File: src/rtl/bg_pkg.sv
package bg_pkg;

    typedef enum logic {
        PH_FIRST  = 1'b0,
        PH_SECOND = 1'b1
    } bg_phase_e;

    localparam int unsigned BG_CNT_W = 8;
    localparam int unsigned BG_DIV_W = 5;

endpackage

File: src/rtl/bg_prescaler.sv
module bg_prescaler
    import bg_pkg::*;
(
    input  logic clk,
    input  logic rst,
    input  logic run_en,
    output logic step_o
);

    bg_phase_e state_q;
    bg_phase_e state_d;

    // state register
    always_ff @(posedge clk) begin
        if (rst) begin
            state_q <= PH_FIRST;
        end else begin
            state_q <= state_d;
        end
    end

    // next state: toggle only while running
    always_comb begin
        state_d = state_q;
        unique case (state_q)
            PH_FIRST:  if (run_en) state_d = PH_SECOND;
            PH_SECOND: if (run_en) state_d = PH_FIRST;
            default:   state_d = PH_FIRST;
        endcase
    end

    // outputs: timer advances when PH_SECOND is left
    always_comb begin
        step_o = 1'b0;
        unique case (state_q)
            PH_FIRST:  step_o = 1'b0;
            PH_SECOND: step_o = run_en;
            default:   step_o = 1'b0;
        endcase
    end

endmodule

File: src/rtl/bg_reload_timer.sv
module bg_reload_timer #(
    parameter int unsigned CNT_W = 8
) (
    input  logic             clk,
    input  logic             rst,
    input  logic             step_i,
    input  logic [CNT_W-1:0] reload_i,
    output logic             ovf_o,
    output logic [CNT_W-1:0] cnt_o
);

    localparam logic [CNT_W-1:0] CNT_TOP = '1;

    logic [CNT_W-1:0] cnt_q;
    logic             at_top;

    assign at_top = (cnt_q == CNT_TOP);

    always_ff @(posedge clk) begin
        if (rst) begin
            cnt_q <= '0;
        end else if (step_i) begin
            if (at_top) begin
                cnt_q <= reload_i;
            end else begin
                cnt_q <= cnt_q + 1'b1;
            end
        end
    end

    always_comb begin
        ovf_o = step_i & at_top;
        cnt_o = cnt_q;
    end

endmodule

File: src/rtl/bg_rate_divider.sv
module bg_rate_divider #(
    parameter int unsigned DIV_W = 5
) (
    input  logic             clk,
    input  logic             rst,
    input  logic             ovf_i,
    input  logic             gate_i,
    input  logic             dbl_i,
    output logic             baud_o,
    output logic             os_o,
    output logic [DIV_W-1:0] div_o
);

    localparam logic [DIV_W-1:0] TERM_SLOW = '1;
    localparam logic [DIV_W-1:0] TERM_FAST = {1'b0, {(DIV_W-1){1'b1}}};

    logic [DIV_W-1:0] div_q;
    logic [DIV_W-1:0] term;
    logic             adv;
    logic             wrap;

    always_comb begin
        term = dbl_i ? TERM_FAST : TERM_SLOW;
        adv  = ovf_i & gate_i;
        wrap = (div_q >= term);
    end

    always_ff @(posedge clk) begin
        if (rst) begin
            div_q <= '0;
        end else if (adv) begin
            if (wrap) begin
                div_q <= '0;
            end else begin
                div_q <= div_q + 1'b1;
            end
        end
    end

    always_comb begin
        baud_o = adv & wrap;
        os_o   = adv & (dbl_i | div_q[0]);
        div_o  = div_q;
    end

endmodule

File: src/rtl/tmr_baud_gen.sv
module tmr_baud_gen
    import bg_pkg::*;
#(
    parameter int unsigned CNT_W = BG_CNT_W,
    parameter int unsigned DIV_W = BG_DIV_W
) (
    input  logic             clk,
    input  logic             rst,
    input  logic             run_en,
    input  logic [CNT_W-1:0] reload_val,
    input  logic             dbl_rate,
    input  logic             var_mode,
    output logic             baud_tick,
    output logic             os_tick,
    output logic             tmr_ovf
);

    logic             step;
    logic [CNT_W-1:0] tmr_cnt;
    logic [DIV_W-1:0] div_cnt;

    bg_prescaler u_pre (
        .clk    (clk),
        .rst    (rst),
        .run_en (run_en),
        .step_o (step)
    );

    bg_reload_timer #(.CNT_W(CNT_W)) u_tmr (
        .clk      (clk),
        .rst      (rst),
        .step_i   (step),
        .reload_i (reload_val),
        .ovf_o    (tmr_ovf),
        .cnt_o    (tmr_cnt)
    );

    bg_rate_divider #(.DIV_W(DIV_W)) u_div (
        .clk    (clk),
        .rst    (rst),
        .ovf_i  (tmr_ovf),
        .gate_i (var_mode),
        .dbl_i  (dbl_rate),
        .baud_o (baud_tick),
        .os_o   (os_tick),
        .div_o  (div_cnt)
    );

endmodule

File: config.mk
export PLATFORM = sky130hd
export DESIGN_NAME = tmr_baud_gen
export DESIGN_NICKNAME = d
export VERILOG_FILES = /design/src/rtl/bg_pkg.sv /design/src/rtl/bg_prescaler.sv /design/src/rtl/bg_reload_timer.sv /design/src/rtl/bg_rate_divider.sv /design/src/rtl/tmr_baud_gen.sv
export SDC_FILE = /design/constraint.sdc
export NUM_CORES = 1
export LEC_CHECK = 0
export BUFFER_PORTS_ARGS = -buffer_cell sky130_fd_sc_hd__buf_2
export CAP_MARGIN = 20
export CORE_MARGIN = 2
export CORE_UTILIZATION = 40
export CTS_CLUSTER_SIZE = 16
export DETAILED_ROUTE_END_ITERATION = 12
export PLACE_DENSITY = 0.68
export SLEW_MARGIN = 20
export SYNTH_ARGS = -nofsm -noshare
export SYNTH_HDL_FRONTEND = slang
export SYNTH_HIERARCHICAL = 1
export SYNTH_SLANG_ARGS = --single-unit
File: constraint.sdc
create_clock -name clk -period 3.99 [get_ports clk]
set_clock_uncertainty 0.15 [all_clocks]
set_input_delay 1.197 -clock clk [delete_from_list [all_inputs] [get_ports clk]]
set_output_delay 1.197 -clock clk [all_outputs]
set_load 0.01 [all_outputs]
# ---- Word-level counts from Yosys, hierarchy flattened
# Cells that the tools add are included.
dict set report totals {
  ff_bits 14
  out_inout_bits 3
}
dict set report op_classes {
  mux 7
  bitwise_logic 6
  n_eq_ne 1
  addsub 2
  n_lt_le_gt_ge 1
}
# cell count
set ops {}
lappend ops {{two-way mux 5 bit} 2}
lappend ops {{adder 8 x 1 -> 8 bit (second input constant)} 1}
lappend ops {{== test 8 bit (second input constant)} 1}
lappend ops {{two-way mux 8 bit} 1}
lappend ops {{adder 5 x 1 -> 5 bit (second input constant)} 1}
lappend ops {{>= comparator 5 bit} 1}
lappend ops {{AND 1 bit} 4}
lappend ops {{one-hot mux 1 bit (2 select lines)} 2}
lappend ops {{two-way mux 1 bit} 2}
lappend ops {{inverter 1 bit} 1}
lappend ops {{OR 1 bit} 1}

# ---- Longest topological paths before layout
# Gate-level depths: netlist (run 1).
dict set report depth {
  depth_word 5
  ltp_mapped 9
  ltp_nobuf 7
}

# ---- Cells and area by module
# The synthesis (run 1) kept the hierarchy.
# module area_each_um2 instances seq_area_each_um2 cells_each
set modules_own_cells {}
lappend modules_own_cells {bg_reload_timer 498.0 1 160.2 56}
lappend modules_own_cells {bg_rate_divider 301.5 1 100.1 37}
lappend modules_own_cells {bg_prescaler 46.3 1 20.0 3}

# ---- Least setup slack after synthesis (run 1)
# No wires, ideal clock.
dict set report synth_path {
  path_type {input to output}
  start {input port run_en}
  end {output port baud_tick}
  path_buffers 2
  cell_stages 6
  setup_slack_ns 0.218
  arrival_ns 2.425
  t_required_ns 2.643
  cell_sequence {ha_1 > clkbuf_1 > and3_1 > nand2_1 > buf_2 > nor2_1}
}
dict set report synth_via {
  elab_chain_len 4
}
# element line_no
set synth_rtl {}
lappend synth_rtl {{from (decl)} tmr_baud_gen.sv:9} ;# input logic run_en,
lappend synth_rtl {{one-hot mux 1 bit (2 select lines)} bg_prescaler.sv:35} ;# unique case (state_q)
lappend synth_rtl {{AND 1 bit} bg_reload_timer.sv:32} ;# ovf_o = step_i & at_top;
lappend synth_rtl {{via tmr_ovf} tmr_baud_gen.sv:15} ;# output logic tmr_ovf
lappend synth_rtl {{AND 1 bit} bg_rate_divider.sv:24} ;# adv = ovf_i & gate_i;
lappend synth_rtl {{AND 1 bit} bg_rate_divider.sv:41} ;# baud_o = adv & wrap;
lappend synth_rtl {{to (decl)} tmr_baud_gen.sv:13} ;# output logic baud_tick,
# The timed path passes the listed nets, and every way through them passes these cells.

# ---- Final worst setup path (run 1)
dict set report layout_path {
  start {input port dbl_rate}
  end {output port baud_tick}
}
dict set report layout_via {
  elab_chain_len 3
}
# element line_no
set layout_rtl {}
lappend layout_rtl {{from (decl)} tmr_baud_gen.sv:11} ;# input logic dbl_rate,
lappend layout_rtl {{two-way mux 5 bit} bg_rate_divider.sv:23} ;# term = dbl_i ? TERM_FAST : TERM_SLOW;
lappend layout_rtl {{>= comparator 5 bit} bg_rate_divider.sv:25} ;# wrap = (div_q >= term);
lappend layout_rtl {{AND 1 bit} bg_rate_divider.sv:41}
# No other way between the ends.

==> metrics.yaml, run 1 <==
cp-end-kind: "output port"
synth.distinct_cells: 34
busiest_layer: "met2"
crit_fanout: 4
relSlewSlack: 0.770
clkPwrFrac: 0.321
die_height_um: 50.0
register_area_um2: 280
crit_chain: "buf_2, ha_1, and3_4, a21oi_2, nor2_1, buf_2"
hold_slack_ns: 0.344
port_buffers: 15
vias: 797
drc: 0
setup_viol: 0
worstSetupStartpointType: "input pin"
final_util: 0.479
clk_pin_slew_worst_paths_ns: 0.07
start_util: 0.427
internal_power_uw: 188
io_pins: 16
grt_overflow: 0
power.leakage_nw: 0.355
total_power_uw: 246
grt_util_met3: 0.0515
path_class: "input pin to output port"
synth_compound_area_frac: 0.265
max_freq_ghz: 0.282
cts_buffer_depth: 2
place_congestion: 0.789
seqPwrFrac: 0.590
root_buffer: "clkbuf_4"
synth-xor-area-share: 0
synth-adder-area-share: 0.0592
peakVddDrop_uv: 186
yosysTopAreaCell: "dfxtp_1"
cp.arrival_ns: 2.19
synth.top_cells.by_count: "dfxtp_1 (14), a21oi_1 (9), nand3_1 (8)"
cts_setup_buffers: 0
rows: 16
antenna_cells: 0
synth-edff-count: 0
crit_path_frequent_cell: "buf_2"
grt_usage: 0.162
ant_nets: 0
finalHoldViolations: 0
cts.sinks: 14
tns_ns: 0
first_pass_iters: 4
synth.area.top_cells: "dfxtp_1 (33%), ha_1 (5.9%), a21oi_1 (5.3%), a311oi_1 (5.2%), nand3_1 (4.7%)"
final_max_slew_viol_count: 0
rsz0062_at_grt: "false"
period_minus_slack_ns: 3.54
hold_path_class: "flip-flop to flip-flop"
syn2layout_area_growth_pct: 12.3
met1_usage: 0.219
drive_gt1_frac: 0.264
synth_top_family_by_area: "simple AND/OR/NAND/NOR gates"
synthFlopType: "dfxtp_1"
core-area_um2: 1980
yosysTopAreaCellShare: 0.331
synth.avg_cell_area_um2: 8.81
max_cap_viol_count: 0
async_flop_share: 0
vias_per_cell: 5.82
swShare: 0.233
h-tree-depth: 1
crit_path_max_incr_delay_ns: 0.28
p_sw_uw: 57.2
synth-simple-area-share: 0.294
die_area_um2: 2500
fin_nets: 129
antenna_found_initial: 0
fp.dieW_um: 50.0
grt_pass1_vias: 691
cts-resized-gates: 0
routedWlPerCell_um: 13.8
power.density_nw_per_um2: 259
gr-usage-met2: 0.246
grt_max_degree: 16
syn_nets: 113
syn_area_um2: 846
dp_hpwl_mm: 1.33
yosys_register_bits: 14
grt_pass1_wl_mm: 3.11
cp_slowest_cell: "ha_1"
worst_slew_pin_slew_ns: 0.345
wl_mm: 1.89
pwr-share-comb: 0.088
yosysWarnings: 6
fillers: 193
synth_mux_area_frac: 0
synthCells: 96
drtIter0Drc: 15
hold_buffers: 0
status: "completed"
cts_made_buffers: 3
cts_tree: "built"
yosys.cell_count.top_type: "dfxtp_1"
period_share: 0.887
clk_latency_ns: 0.28
yosysSeqAreaShare: 0.331
multi_input_area_um2: 523
required_ns: 2.64
-- per-layer routing --
| layer | vias up | wire length [um] |
|---|---|---|
| met3 | 2 | 82 |
| met2 | 14 | 839 |
| li1 | 408 | - |
| met5 | - | 0 |
| met4 | 0 | 14 |
| met1 | 373 | 950 |
-- worst paths after layout --
path,start,end,slack [ns],cells after the start
setup / recovery,dbl_rate,baud_tick,0.45,6
hold reg to reg,u_div/div_o[4]$_SDFFE_PP0P_,u_div/div_o[4]$_SDFFE_PP0P_,0.34,2
hold / removal,u_div/div_o[4]$_SDFFE_PP0P_,u_div/div_o[4]$_SDFFE_PP0P_,0.34,2
setup reg to reg,u_tmr/cnt_o[0]$_SDFFE_PP0P_,u_div/div_o[2]$_SDFFE_PP0P_,1.51,6
-- logic make-up (layout without fill, tap and decap cells) --
kind of cell	after synthesis	in the layout
AO/OA/AOI/OAI	30	30
flip-flops	14	14
adder cells (fa/ha/maj)	4	4
buffers and inverters	7	21
AND/OR/NAND/NOR	41	41
-- cell type report --
cell class | instances | area share
Multi-Input combinational cell | 75 | 0.551
Tap cell | 27 | 0.0356
Sequential cell | 14 | 0.295
Inverter | 2 | 0.00791
Clock buffer | 3 | 0.0237
Timing Repair Buffer | 16 | 0.0870
-- through the flow --
stage               cells  cell area [um^2]  worst slack [ns]
CTS                   137               950             0.457
global placement      134               927             0.490
finish                137               950             0.449
floorplan              96               846             0.218
detailed placement    134               927             0.457
global route          137               950             0.241
-- critical path, delay by kind of cell --
kind                     cells  cell delay [ns]
AND/OR/NAND/NOR              2             0.26
adder cells (fa/ha/maj)      1             0.28
AO/OA/AOI/OAI                1             0.20
buffers and inverters        2             0.26
-- power by group through the flow --
stage               combinational, mW  sequential (mW)  clock (mW)
floorplan                      0.0118            0.147           0
global placement               0.0210            0.148           0
detailed placement             0.0219            0.148           0
CTS                            0.0219            0.145      0.0827
global route                   0.0245            0.146      0.0894
finish                         0.0217            0.145      0.0789
-- flip-flops by register name, indices dropped and copies added (netlist names) --
signal	cells
u_div/div_o	5
u_pre/state_q	1
u_tmr/cnt_o	8
-- cell usage in the layout, fill, tap and decap left out --
cell type,synthesis,routed
nand4b_1,2,2
nand3_1,8,8
a2111oi_2,1,1
nor2_1,6,6
a21oi_2,1,1
and4_1,1,1
inv_1,2,2
a311oi_1,5,5
or2b_1,1,1
nand4_1,4,4
a21o_1,2,2
a311oi_2,1,1
buf_2,1,15
or4b_1,1,1
o211ai_1,1,1
nor3_1,3,3
ha_1,4,4
and3_4,2,2
and2_2,1,1
dfxtp_1,14,14
and3_1,3,3
and2_1,1,1
a21oi_1,9,9
a211oi_1,1,1
a41oi_1,2,2
and3_2,2,2
nand2_1,5,5
o22ai_1,2,2
buf_4,0,1
nor2b_4,1,1
o21ai_0,4,4
clkbuf_4,0,3
a41oi_2,1,1
Note: power is estimated with default switching activity, not from simulation.
==> inputs of run 2 (changes only) <==
--- a/config.mk
+++ b/config.mk
@@ -8,10 +8,10 @@
 export BUFFER_PORTS_ARGS = -buffer_cell sky130_fd_sc_hd__buf_2
 export CAP_MARGIN = 20
 export CORE_MARGIN = 2
-export CORE_UTILIZATION = 40
+export CORE_UTILIZATION = 35
 export CTS_CLUSTER_SIZE = 16
 export DETAILED_ROUTE_END_ITERATION = 12
-export PLACE_DENSITY = 0.68
+export PLACE_DENSITY = 0.62
 export SLEW_MARGIN = 20
 export SYNTH_ARGS = -nofsm -noshare
 export SYNTH_HDL_FRONTEND = slang
==> metrics.yaml, run 2 (synthesized netlist as in run 1, its figures left out) <==
status: "completed"
busiest_layer: "met1"
core-area_um2: 2250
worst_slew_pin_slew_ns: 0.332
internal_power_uw: 188
min-delay-start: "u_div/div_o[4]$_SDFFE_PP0P_"
rr_worst_depth: 6
max_cap_viol_count: 0
fillers: 246
final_area_um2: 951
drc: 0
wl_mm: 1.89
final_common_cell: "buf_2"
clk_latency_ns: 0.28
clkPwrFrac: 0.330
drive_gt1_frac: 0.264
cts_made_buffers: 3
fin_nets: 129
period_minus_slack_ns: 3.53
p_sw_uw: 60.0
die_height_um: 53.2
clk_pin_slew_worst_paths_ns: 0.08
cp_slowest_cell: "ha_1"
power.density_nw_per_um2: 261
hold_slack_ns: 0.339
cts_tree: "built"
first_pass_iters: 4
place_congestion: 0.837
dp_slack_ns: 0.465
met1_usage: 0.221
die_area_um2: 2830
setup_viol: 0
finalHoldViolations: 0
dp_hpwl_mm: 1.29
routedWlPerCell_um: 13.7
start_util: 0.375
cts_setup_buffers: 0
crit_chain: "buf_2, ha_1, and3_4, a21oi_2, nor2_1, buf_2"
required_ns: 2.64
vias: 792
port_buffers: 15
hold_path_depth: 2
ant_nets: 0
rows: 17
relSlewSlack: 0.778
cp-end-kind: "output port"
pwr-share-comb: 0.087
layout_common_cells: "buf_2 (15), dfxtp_1 (14), a21oi_1 (9), nand3_1 (8), nor2_1 (6)"
grt_overflow: 0
worstSetupStartpointType: "input pin"
hold_path_class: "flip-flop to flip-flop"
antenna_cells: 0
crit_path_max_incr_delay_ns: 0.28
power.leakage_nw: 0.355
tns_ns: 0
crit_path_frequent_cell: "buf_2"
h-tree-depth: 1
place_area_um2: 928
r2r_slack_ns: 1.53
fp.dieW_um: 53.2
postLayoutSetupSlackWorst_ns: 0.463
grt_usage: 0.159
cp.arrival_ns: 2.18
cts-resized-gates: 0
grt_util_met3: 0.0339
timing.rr.end: "u_div/div_o[2]$_SDFFE_PP0P_"
min_to: "u_div/div_o[4]$_SDFFE_PP0P_"
seqPwrFrac: 0.583
peakVddDrop_uv: 134
drtIter0Drc: 15
crit_fanout: 4
final_max_slew_viol_count: 0
hold_buffers: 0
cts.sinks: 14
antenna_found_initial: 0
io_pins: 16
gr-usage-met2: 0.219
grt_pass1_vias: 703
grt_pass1_wl_mm: 3.17
grt_max_degree: 16
period_share: 0.884
path_class: "input pin to output port"
vias_per_cell: 5.74
syn2layout_area_growth_pct: 12.4
swShare: 0.242
cts_buffer_depth: 2
max_freq_ghz: 0.284
rsz0062_at_grt: "false"
root_buffer: "clkbuf_4"
rr_startpoint: "u_tmr/cnt_o[0]$_SDFFE_PP0P_"
largest_register_ffs: 8
run 2: cell counts in the layout (fill, tap and decap cells not counted):
No cell type changed its count.
run 2: critical path: cells and delay by family:
kind | cells | cell delay [ns]
simple gates | 2 | 0.25
compound gates | 1 | 0.20
fa+ha+maj | 1 | 0.28
buf+inv | 2 | 0.25
run 2: metrics by stage:
stage | instances | total power, mW | utilization
5_1_grt | 138 | 0.258 | 0.422
4_1_cts | 138 | 0.251 | 0.422
3_3_place_gp | 135 | 0.169 | 0.412
6_report | 138 | 0.248 | 0.422
3_5_place_dp | 135 | 0.169 | 0.412
2_1_floorplan | 96 | 0.159 | -
run 2: cell type report:
| cell class | instances | area [um^2] | share of cell area |
|---|---|---|---|
| multi-input combinational | 75 | 523 | 0.550 |
| sequential | 14 | 280 | 0.295 |
| timing repair buffer | 16 | 82.6 | 0.0868 |
| tap | 28 | 35.0 | 0.0368 |
| clock buffer | 3 | 22.5 | 0.0237 |
| inverter | 2 | 7.51 | 0.00789 |
run 2: layer usage:
metal,vias to the layer above,share of wire
li1,403,-
met1,364,0.51
met2,21,0.42
met3,4,0.047
met4,0,0.022
met5,-,0
run 2: worst max path at each step:
stage / start / to / slack (ns)
2_1_floorplan: run_en / baud_tick / 0.22
3_3_place_gp: dbl_rate / baud_tick / 0.48
3_5_place_dp: dbl_rate / baud_tick / 0.46
4_1_cts: dbl_rate / baud_tick / 0.47
5_1_grt: u_tmr/cnt_o[0]$_SDFFE_PP0P_ / baud_tick / 0.31
6_report: dbl_rate / baud_tick / 0.46
run 2: power by group through the flow:
stage          clock [mW]  combinational [mW]  sequential (mW)
2_1_floorplan           0              0.0118            0.147
3_3_place_gp            0              0.0211            0.148
3_5_place_dp            0              0.0214            0.148
4_1_cts            0.0846              0.0215            0.145
5_1_grt            0.0888              0.0244            0.145
6_report           0.0820              0.0216            0.145
